==> src/rtl/wdt_pkg.sv <==
package wdt_pkg;
  localparam int DW = 8;
  localparam logic [DW-1:0] K_OPEN     = 8'h87;
  localparam logic [DW-1:0] K_CLOSE    = 8'hAA;
  localparam logic [DW-1:0] K_PAGE_IDX = 8'h07;
  localparam logic [DW-1:0] K_WDT_PAGE = 8'h08;
  localparam logic [DW-1:0] A_ENABLE   = 8'h30;
  localparam logic [DW-1:0] A_UNIT     = 8'hF5;
  localparam logic [DW-1:0] A_COUNT    = 8'hF6;
  localparam logic [DW-1:0] A_SOURCE   = 8'hF7;

  typedef enum logic [1:0] {
    GS_LOCKED = 2'd0,
    GS_HALF   = 2'd1,
    GS_OPEN   = 2'd2
  } gate_state_e;
endpackage

==> src/rtl/wdt_gate.sv <==
module wdt_gate
  import wdt_pkg::*;
(
  input  logic          clk,
  input  logic          rst,
  input  logic          idx_we,
  input  logic          dat_we,
  input  logic [DW-1:0] wdata,
  output logic          is_open,
  output logic          page_ok,
  output logic [DW-1:0] idx_q,
  output logic [DW-1:0] page_q
);
  gate_state_e state;

  always_ff @(posedge clk) begin
    if (rst) begin
      state  <= GS_LOCKED;
      idx_q  <= '0;
      page_q <= '0;
    end else begin
      if (idx_we) begin
        case (state)
          GS_LOCKED: if (wdata == K_OPEN) state <= GS_HALF;
          GS_HALF:   state <= (wdata == K_OPEN) ? GS_OPEN : GS_LOCKED;
          default: begin
            if (wdata == K_CLOSE) begin
              state  <= GS_LOCKED;
              page_q <= '0;
            end else begin
              idx_q <= wdata;
            end
          end
        endcase
      end else if (dat_we && state == GS_OPEN && idx_q == K_PAGE_IDX) begin
        page_q <= wdata;
      end
    end
  end

  assign is_open = (state == GS_OPEN);
  assign page_ok = is_open && (page_q == K_WDT_PAGE);


  open_needs_pair_chk: assert property (@(posedge clk) disable iff (rst)
    (state == GS_LOCKED) |=> (state != GS_OPEN));

  relock_chk: assert property (@(posedge clk) disable iff (rst)
    (idx_we && is_open && wdata == K_CLOSE) |=> (!is_open && !page_ok));
endmodule

==> src/rtl/wdt_cfg.sv <==
module wdt_cfg
  import wdt_pkg::*;
(
  input  logic          clk,
  input  logic          rst,
  input  logic          we,
  input  logic [DW-1:0] addr,
  input  logic [DW-1:0] wdata,
  output logic          en,
  output logic          unit_min,
  output logic          kbd_en,
  output logic          ms_en,
  output logic          cnt_we
);
  always_ff @(posedge clk) begin
    if (rst) begin
      en       <= 1'b0;
      unit_min <= 1'b0;
      kbd_en   <= 1'b0;
      ms_en    <= 1'b0;
    end else if (we) begin
      case (addr)
        A_ENABLE: en       <= wdata[0];
        A_UNIT:   unit_min <= wdata[3];
        A_SOURCE: begin
          kbd_en <= wdata[6];
          ms_en  <= wdata[7];
        end
        default: ;
      endcase
    end
  end

  assign cnt_we = we && (addr == A_COUNT);


  cfg_hold_chk: assert property (@(posedge clk) disable iff (rst)
    !we |=> $stable({en, unit_min, kbd_en, ms_en}));
endmodule

==> src/rtl/wdt_count.sv <==
module wdt_count #(
  parameter int CW      = 8,
  parameter int MIN_DIV = 60
) (
  input  logic          clk,
  input  logic          rst,
  input  logic          en,
  input  logic          unit_min,
  input  logic          kbd_en,
  input  logic          ms_en,
  input  logic          kbd_irq,
  input  logic          ms_irq,
  input  logic          sec_tick,
  input  logic          ld,
  input  logic [CW-1:0] ld_val,
  output logic [CW-1:0] cnt,
  output logic          rst_req
);
  localparam int PW = (MIN_DIV > 1) ? $clog2(MIN_DIV) : 1;
  localparam logic [PW-1:0] P_LAST = PW'(MIN_DIV - 1);

  logic [PW-1:0] presc;
  logic [CW-1:0] rel;
  logic          irq_ld;
  logic          stepping;

  assign irq_ld   = (kbd_en && kbd_irq) || (ms_en && ms_irq);
  assign stepping = en && sec_tick && (cnt != '0);

  always_ff @(posedge clk) begin
    if (rst) begin
      cnt     <= '0;
      rel     <= '0;
      presc   <= '0;
      rst_req <= 1'b0;
    end else begin
      rst_req <= 1'b0;
      if (ld) begin
        cnt   <= ld_val;
        rel   <= ld_val;
        presc <= '0;
      end else if (irq_ld) begin
        cnt   <= rel;
        presc <= '0;
      end else if (stepping) begin
        if (unit_min && presc != P_LAST) begin
          presc <= presc + 1'b1;
        end else begin
          presc   <= '0;
          cnt     <= cnt - 1'b1;
          rst_req <= (cnt == CW'(1));
        end
      end
    end
  end


  pulse_one_cycle_chk: assert property (@(posedge clk) disable iff (rst)
    rst_req |=> !rst_req);

  req_at_zero_chk: assert property (@(posedge clk) disable iff (rst)
    rst_req |-> (cnt == '0));

  hold_when_off_chk: assert property (@(posedge clk) disable iff (rst)
    (!en && !ld && !irq_ld) |=> $stable(cnt));

  presc_range_chk: assert property (@(posedge clk) disable iff (rst)
    presc <= P_LAST);
endmodule

==> src/rtl/wdt_portctl.sv <==
module wdt_portctl
  import wdt_pkg::*;
#(
  parameter int MIN_DIV = 60
) (
  input  logic          clk,
  input  logic          rst,
  input  logic          bus_wr,
  input  logic          bus_rd,
  input  logic          bus_sel_data,
  input  logic [DW-1:0] bus_wdata,
  output logic [DW-1:0] bus_rdata,
  input  logic          sec_tick,
  input  logic          kbd_irq,
  input  logic          ms_irq,
  output logic          rst_req
);
  logic          is_open, page_ok, en, unit_min, kbd_en, ms_en, cnt_we;
  logic [DW-1:0] idx_q, page_q, cnt, rd_val;
  logic          idx_we, dat_we;

  assign idx_we = bus_wr && !bus_sel_data;
  assign dat_we = bus_wr && bus_sel_data;

  wdt_gate u_gate (
    .clk(clk), .rst(rst), .idx_we(idx_we), .dat_we(dat_we), .wdata(bus_wdata),
    .is_open(is_open), .page_ok(page_ok), .idx_q(idx_q), .page_q(page_q)
  );

  wdt_cfg u_cfg (
    .clk(clk), .rst(rst), .we(dat_we && page_ok), .addr(idx_q), .wdata(bus_wdata),
    .en(en), .unit_min(unit_min), .kbd_en(kbd_en), .ms_en(ms_en), .cnt_we(cnt_we)
  );

  wdt_count #(.CW(DW), .MIN_DIV(MIN_DIV)) u_count (
    .clk(clk), .rst(rst), .en(en), .unit_min(unit_min), .kbd_en(kbd_en),
    .ms_en(ms_en), .kbd_irq(kbd_irq), .ms_irq(ms_irq), .sec_tick(sec_tick),
    .ld(cnt_we), .ld_val(bus_wdata), .cnt(cnt), .rst_req(rst_req)
  );

  always_comb begin
    rd_val = '1;
    if (is_open) begin
      if (!bus_sel_data)                rd_val = idx_q;
      else if (idx_q == K_PAGE_IDX)     rd_val = page_q;
      else if (page_ok) begin
        case (idx_q)
          A_ENABLE: rd_val = {7'b0, en};
          A_UNIT:   rd_val = {4'b0, unit_min, 3'b0};
          A_COUNT:  rd_val = cnt;
          A_SOURCE: rd_val = {ms_en, kbd_en, 6'b0};
          default:  rd_val = '1;
        endcase
      end
    end
  end

  always_ff @(posedge clk) begin
    if (rst)         bus_rdata <= '1;
    else if (bus_rd) bus_rdata <= rd_val;
  end


  locked_read_chk: assert property (@(posedge clk) disable iff (rst)
    (bus_rd && !is_open) |=> (bus_rdata == '1));
endmodule

==> config.mk <==
export PLATFORM = sky130hd
export DESIGN_NAME = wdt_portctl
export DESIGN_NICKNAME = d
export VERILOG_FILES = /design/src/rtl/wdt_pkg.sv /design/src/rtl/wdt_gate.sv /design/src/rtl/wdt_cfg.sv /design/src/rtl/wdt_count.sv /design/src/rtl/wdt_portctl.sv
export SDC_FILE = /design/constraint.sdc
export NUM_CORES = 1
export LEC_CHECK = 0
export BUFFER_PORTS_ARGS = -buffer_cell sky130_fd_sc_hd__buf_4
export CAP_MARGIN = 20
export CELL_PAD_IN_SITES_DETAIL_PLACEMENT = 1
export CELL_PAD_IN_SITES_GLOBAL_PLACEMENT = 2
export CORE_MARGIN = 1
export CORE_UTILIZATION = 32
export DETAILED_ROUTE_END_ITERATION = 10
export HOLD_SLACK_MARGIN = 0.08
export PLACE_DENSITY_LB_ADDON = 0.1
export SLEW_MARGIN = 15
export SYNTH_ARGS = -nofsm -noshare
export SYNTH_HDL_FRONTEND = slang
export SYNTH_SLANG_ARGS = --single-unit
export TNS_END_PERCENT = 5
==> constraint.sdc <==
create_clock -name clk -period 1.9 [get_ports clk]
set_input_delay 0.19 -clock clk [delete_from_list [all_inputs] [get_ports clk]]
set_output_delay 0.19 -clock clk [all_outputs]
set_load 0.01 [all_outputs]
# Yosys cells after proc, flatten, opt, wreduce, memory -nomap -nowiden
# Index checks and enable logic that the tools add are counted.
# classes
addsub	2
eq_ne	16
muxes	18
bitwise	3
reduce_logical	29
# op_table
operator	n
$mux W8	12
$eq A8 B8 Y1 const B	5
$pmux W8 S4	1
$logic_and A1 B1 Y1	12
$reduce_and A3 Y1	3
$eq A8 B1 Y1 const B	1
$eq A8 B3 Y1 const B	1
$eq A8 B4 Y1 const B	1
$eq A8 B6 Y1 const B	1
$reduce_and A2 Y1	4
$reduce_bool A8 Y1	1
$sub A8 B1 Y8 const B	1
$add A6 B1 Y6 const B	1
$mux W2	3
$mux W6	1
$ne A6 B6 Y1 const B	1
$reduce_bool A3 Y1	2
$reduce_or A5 Y1	1
$ne A2 B1 Y1 const B	2
$pmux W2 S2	1
$ne A3 B2 Y1 const B	1
$not A1 Y1	3
$reduce_or A3 Y1	1
$eq A2 B1 Y1 const B	1
7 further kinds	7
# word_totals
reg_bits	53
in_bits	16
out_inout_bits	9
word_cells	80

# Longest topological paths before layout
# depth
depth_word	6
depth_mapped	7
depth_no_buf	6

# Modules after synthesis
# A second synthesis with hierarchy kept.
# unflattened
hier_cells	336
hier_area_um2	3000.4
# modules_own_cells
module	instances	cells_per_inst	area_each_um2	seq_area_each_um2
wdt_count	1	150	1265.0	460.4
wdt_gate	1	68	758.2	360.3
wdt_portctl	1	93	725.7	160.2
wdt_cfg	1	25	251.5	80.1

# Worst setup path before layout
# OpenSTA, ideal clock, no wires.
# synth_timing
path_type	reg2reg
from	register u_gate.idx_q[7]
to	register u_gate.page_q[0]
setup_ps	59
t_arrival_ps	1692
required_time_ps	1841
slack_ps	149
stages_incl_launch_ff	6
n_path_buf	1
period_less_slack_ps	1751
path_cell_list	dfxtp_1 > or4b_4 > or3_1 > buf_2 > nor3_4 > a22o_1
# synth_between
elab_chain_cells	4
# synth_lines
element	line	rtl
start: declaration	wdt_gate.sv:11	output logic [DW-1:0] idx_q,
start signal: assignment	wdt_gate.sv:31	idx_q <= wdata;
$eq A8 B3 Y1	wdt_gate.sv:35	end else if (dat_we && state == GS_OPEN && idx_q == K_PAGE_IDX) begin
$logic_and A1 B1 Y1	wdt_gate.sv:35	
$reduce_bool A2 Y1 (no source line)	n/a	
$reduce_and A3 Y1 (no source line)	n/a	
end signal: assignment	wdt_gate.sv:36	page_q <= wdata;
end: declaration	wdt_gate.sv:12	output logic [DW-1:0] page_q
# Every way passes these cells.
# A chain may end at the register's enable or synchronous reset.

# Worst setup path in the final report
# layout_timing
from	register u_gate.idx_q[0]
to	register u_gate.page_q[7]
# The elaborated chain is that of the path after synthesis.

==> impl_metrics.csv <==
group,metric,value,unit
synth,ys_types,55,
synth,synth_ff_type,"dfxtp_1",
final_layout,drive_gt1_frac,0.263,
synth,synth_seq_cells,53,
synth,synthesis.area,0.00276,mm²
power,power_frac_comb,0.050,
sta,setup-violations-final,0,
synth,ys_seq_area_frac,0.384,
final_layout,layout_commonest_cell,"buf_4",
die,dieWidth,94.9,µm
detailed_routing,initialDrtViolationCount,95,
detailed_routing,route.vias.total,2664,
sta,report.final.hold_viol_count,0,
critical_path,start_kind,"flop",
die,die_h,94.9,µm
power,leakage,0.00131,µW
final_layout,fin_cells,493,
final_layout,final_cell_mix,"buf_4 (70), dfxtp_1 (52), nand2_1 (37), nor2_1 (33), a21oi_1 (27)",
sta,fin_crit_sh,0.943,
global_routing,grt_pass1_wl,14.5,mm
detailed_routing,totalWireLength,9.14,mm
power,internal_power,1580,µW
power,p_per_area,586,mW/mm²
global_routing,antenna_found_initial,0,
critical_path,crit_chain,"or4b_4 -> or3_4 -> nor3_4 -> a22o_1",
critical_path,critPathArrivalTime,2.05,ns
detailed_routing,avgViaCountPerCell,5.40,
hold_path,hp-class,"in -> reg",
power,peakVddDrop,475,µV
clocking,clock-sinks,53,
critical_path,crit_path_max_fanout,8,
clocking,cts_tree,"done",
synth,async_flop_share,0,
synth,yosysTopAreaCell,"dfxtp_1",
status,status,"finished, final reports clean",
detailed_routing,drt-wirelength-per-cell,18.5,µm
synth,postSynthCellCount,327,
sta,grt_setup_unrepaired,"false",
clocking,cts_buffer_depth,2,
critical_path,path_class,"reg -> reg",
sta,finalCriticalPeriod,1.79,ns
synth,syn_avg_cell_area,8.45,µm²
final_layout,nets,407,
synth,synth_nets,347,
global_routing,grt.total_usage,0.215,
die,ios,25,
sta,tightest_slew,0.517,ns
synth,synth_top_cells_by_area,"dfxtp_1 (38%), nand2_1 (5.0%), a21oi_1 (4.9%)",
power,p_sw,473,µW
sta,fin_worst_skew,0.0100,ns
global_routing,grt_start_max_net_pins,26,
power,p_clk_frac,0.409,
critical_path,end_kind,"flop",
critical_path,critPathMaxStageDelay,0.49,ns
synth,synth_edf_count,0,
critical_path,critPathSlowestCell,"or4b_4",
detailed_routing,first_pass_iters,5,
clocking,insertion_delay,0.31,ns
placement,routabilityCongestion,0.841,
sta,fin_hold_ws,0.147,ns
final_layout,n_antenna_cell,0,
die,core_area,0.00830,mm²
placement,hpwl,6.94,mm
placement,place_ws,0.0122,ns
power,pwr-share-seq,0.542,
synth,synth_warnings,0,
final_layout,final_util,0.422,
critical_path,cp.required,2.15,ns
synth,synth_top_area_share,0.384,
global_routing,overflow,0,
clocking,cts_buffers,5,
final_layout,area_delta_synth_final,26.7,%
detailed_routing,drc,0,
clocking,clkTransAtPathRegs,0.10,ns
global_routing,grt_pass1_vias,2589,
clocking,h-tree-depth,2,
power,sw_frac_of_total,0.231,
job,maxCapViolations,0,
clocking,cts-root-buf,"clkbuf_8",
clocking,hold_buffers,0,
die,start_util,0.333,
sta,setup_tns,0,ns
sta,max_freq,0.558,GHz
die,die_area,0.00901,mm²
detailed_routing,antenna_left,0,
placement,placedCellCount,483,
placement,port_buffers,24,
sta,setup_slack,0.109,ns
die,rows,33,
sta,slew_violations,0,
sta,max-slew-margin-rel,0.654,
## worst paths after layout
| path | start | to | slack, ns | cells after the start |
|---|---|---|---|---|
| setup / recovery | u_gate.idx_q[0]$_SDFFE_PP0P_ | u_gate.page_q[7]$_SDFFE_PP0P_ | 0.11 | 4 |
| hold reg to reg | u_count.rel[6]$_SDFFE_PP0P_ | u_count.rel[6]$_SDFFE_PP0P_ | 0.46 | 2 |
| hold / removal | bus_wdata[4] | u_gate.page_q[4]$_SDFFE_PP0P_ | 0.15 | 2 |
| setup reg to reg | u_gate.idx_q[0]$_SDFFE_PP0P_ | u_gate.page_q[7]$_SDFFE_PP0P_ | 0.11 | 4 |
## cells by family after synthesis
group	share of synthesized area
flops	0.384
simple gates	0.274
xor+xnor	0.0285
mux	0.0471
buf+inv	0.0444
compound gates	0.204
fa+ha+maj	0.0181
## critical path: cells and delay by family (launching register included)
| family | cells | cell delay (ns) |
|---|---|---|
| compound gates | 1 | 0.18 |
| simple gates | 3 | 1.17 |
| flops | 1 | 0.38 |
## per-layer routing
layer	wire length [µm]	GRT usage	part of all wire	up-vias
met4	58	0.0341	0.0063	0
met3	264	0.0258	0.029	4
met2	4070	0.340	0.45	42
met1	4740	0.316	0.52	1300
met5	0	0	0	-
li1	-	-	-	1318
## layout make-up
| type | instances | area (µm²) |
|---|---|---|
| flip-flops and latches | 53 | 1060 |
| fillers | 997 | 4800 |
| inverters | 13 | 48.8 |
| clock buffers | 7 | 86.3 |
| multi-input cells | 244 | 1620 |
| clock inverters | 1 | 30.0 |
| repair buffers | 70 | 526 |
| well taps | 105 | 131 |
## state kept, by name (all words and copies together) (netlist names)
signal,cells
bus_rdata,8
u_cfg.en,1
u_cfg.kbd_en,1
u_cfg.ms_en,1
u_cfg.unit_min,1
u_count.cnt,8
u_count.presc,6
u_count.rel,8
u_count.rst_req,1
u_gate.idx_q,8
u_gate.page_q,8
u_gate.state,2
## what timing repair did
action | 4_1_cts | 5_1_grt
endpoints found under the setup margin | 4 | 10
pin swaps | 0 | 3
gates resized for setup | 3 | 6
buffers inserted | 0 | 2
## synthesized netlist by cell type, types with 2 or more instances
master / n
nand3_1: 8
dfxtp_1: 53
inv_1: 13
nor2_2: 3
nand2_1: 37
nand4_1: 3
mux2i_1: 13
o22ai_1: 4
xnor2_1: 7
or2_1: 3
a22oi_1: 6
nor4_1: 7
nor3_1: 14
a31oi_1: 6
a221oi_2: 5
clkbuf_1: 11
ha_1: 4
nand2b_1: 2
o31ai_1: 2
o21ai_1: 4
nand3b_1: 2
a22o_1: 8
nand4bb_1: 2
nor4b_1: 3
xor2_1: 2
and3_1: 2
buf_2: 5
and2_1: 3
nor2_1: 33
or3_1: 4
o221ai_1: 8
a21oi_1: 27
## stage by stage
stage / instance area, µm² / total power (µW)
2_1_floorplan: 2760 / 1180
3_3_place_gp: 3330 / 1240
3_5_place_dp: 3330 / 1240
4_1_cts: 3460 / 2060
5_1_grt: 3500 / 2110
6_report: 3500 / 2050
## power groups by stage
stage | logic [µW] | clock network [µW] | registers (µW)
finish | 102 | 838 | 1110
global route | 110 | 891 | 1110
CTS | 103 | 846 | 1110
detailed placement | 102 | 0 | 1140
global placement | 103 | 0 | 1140
floorplan | 41.3 | 0 | 1140
Power figures use the tool's default switching activity.
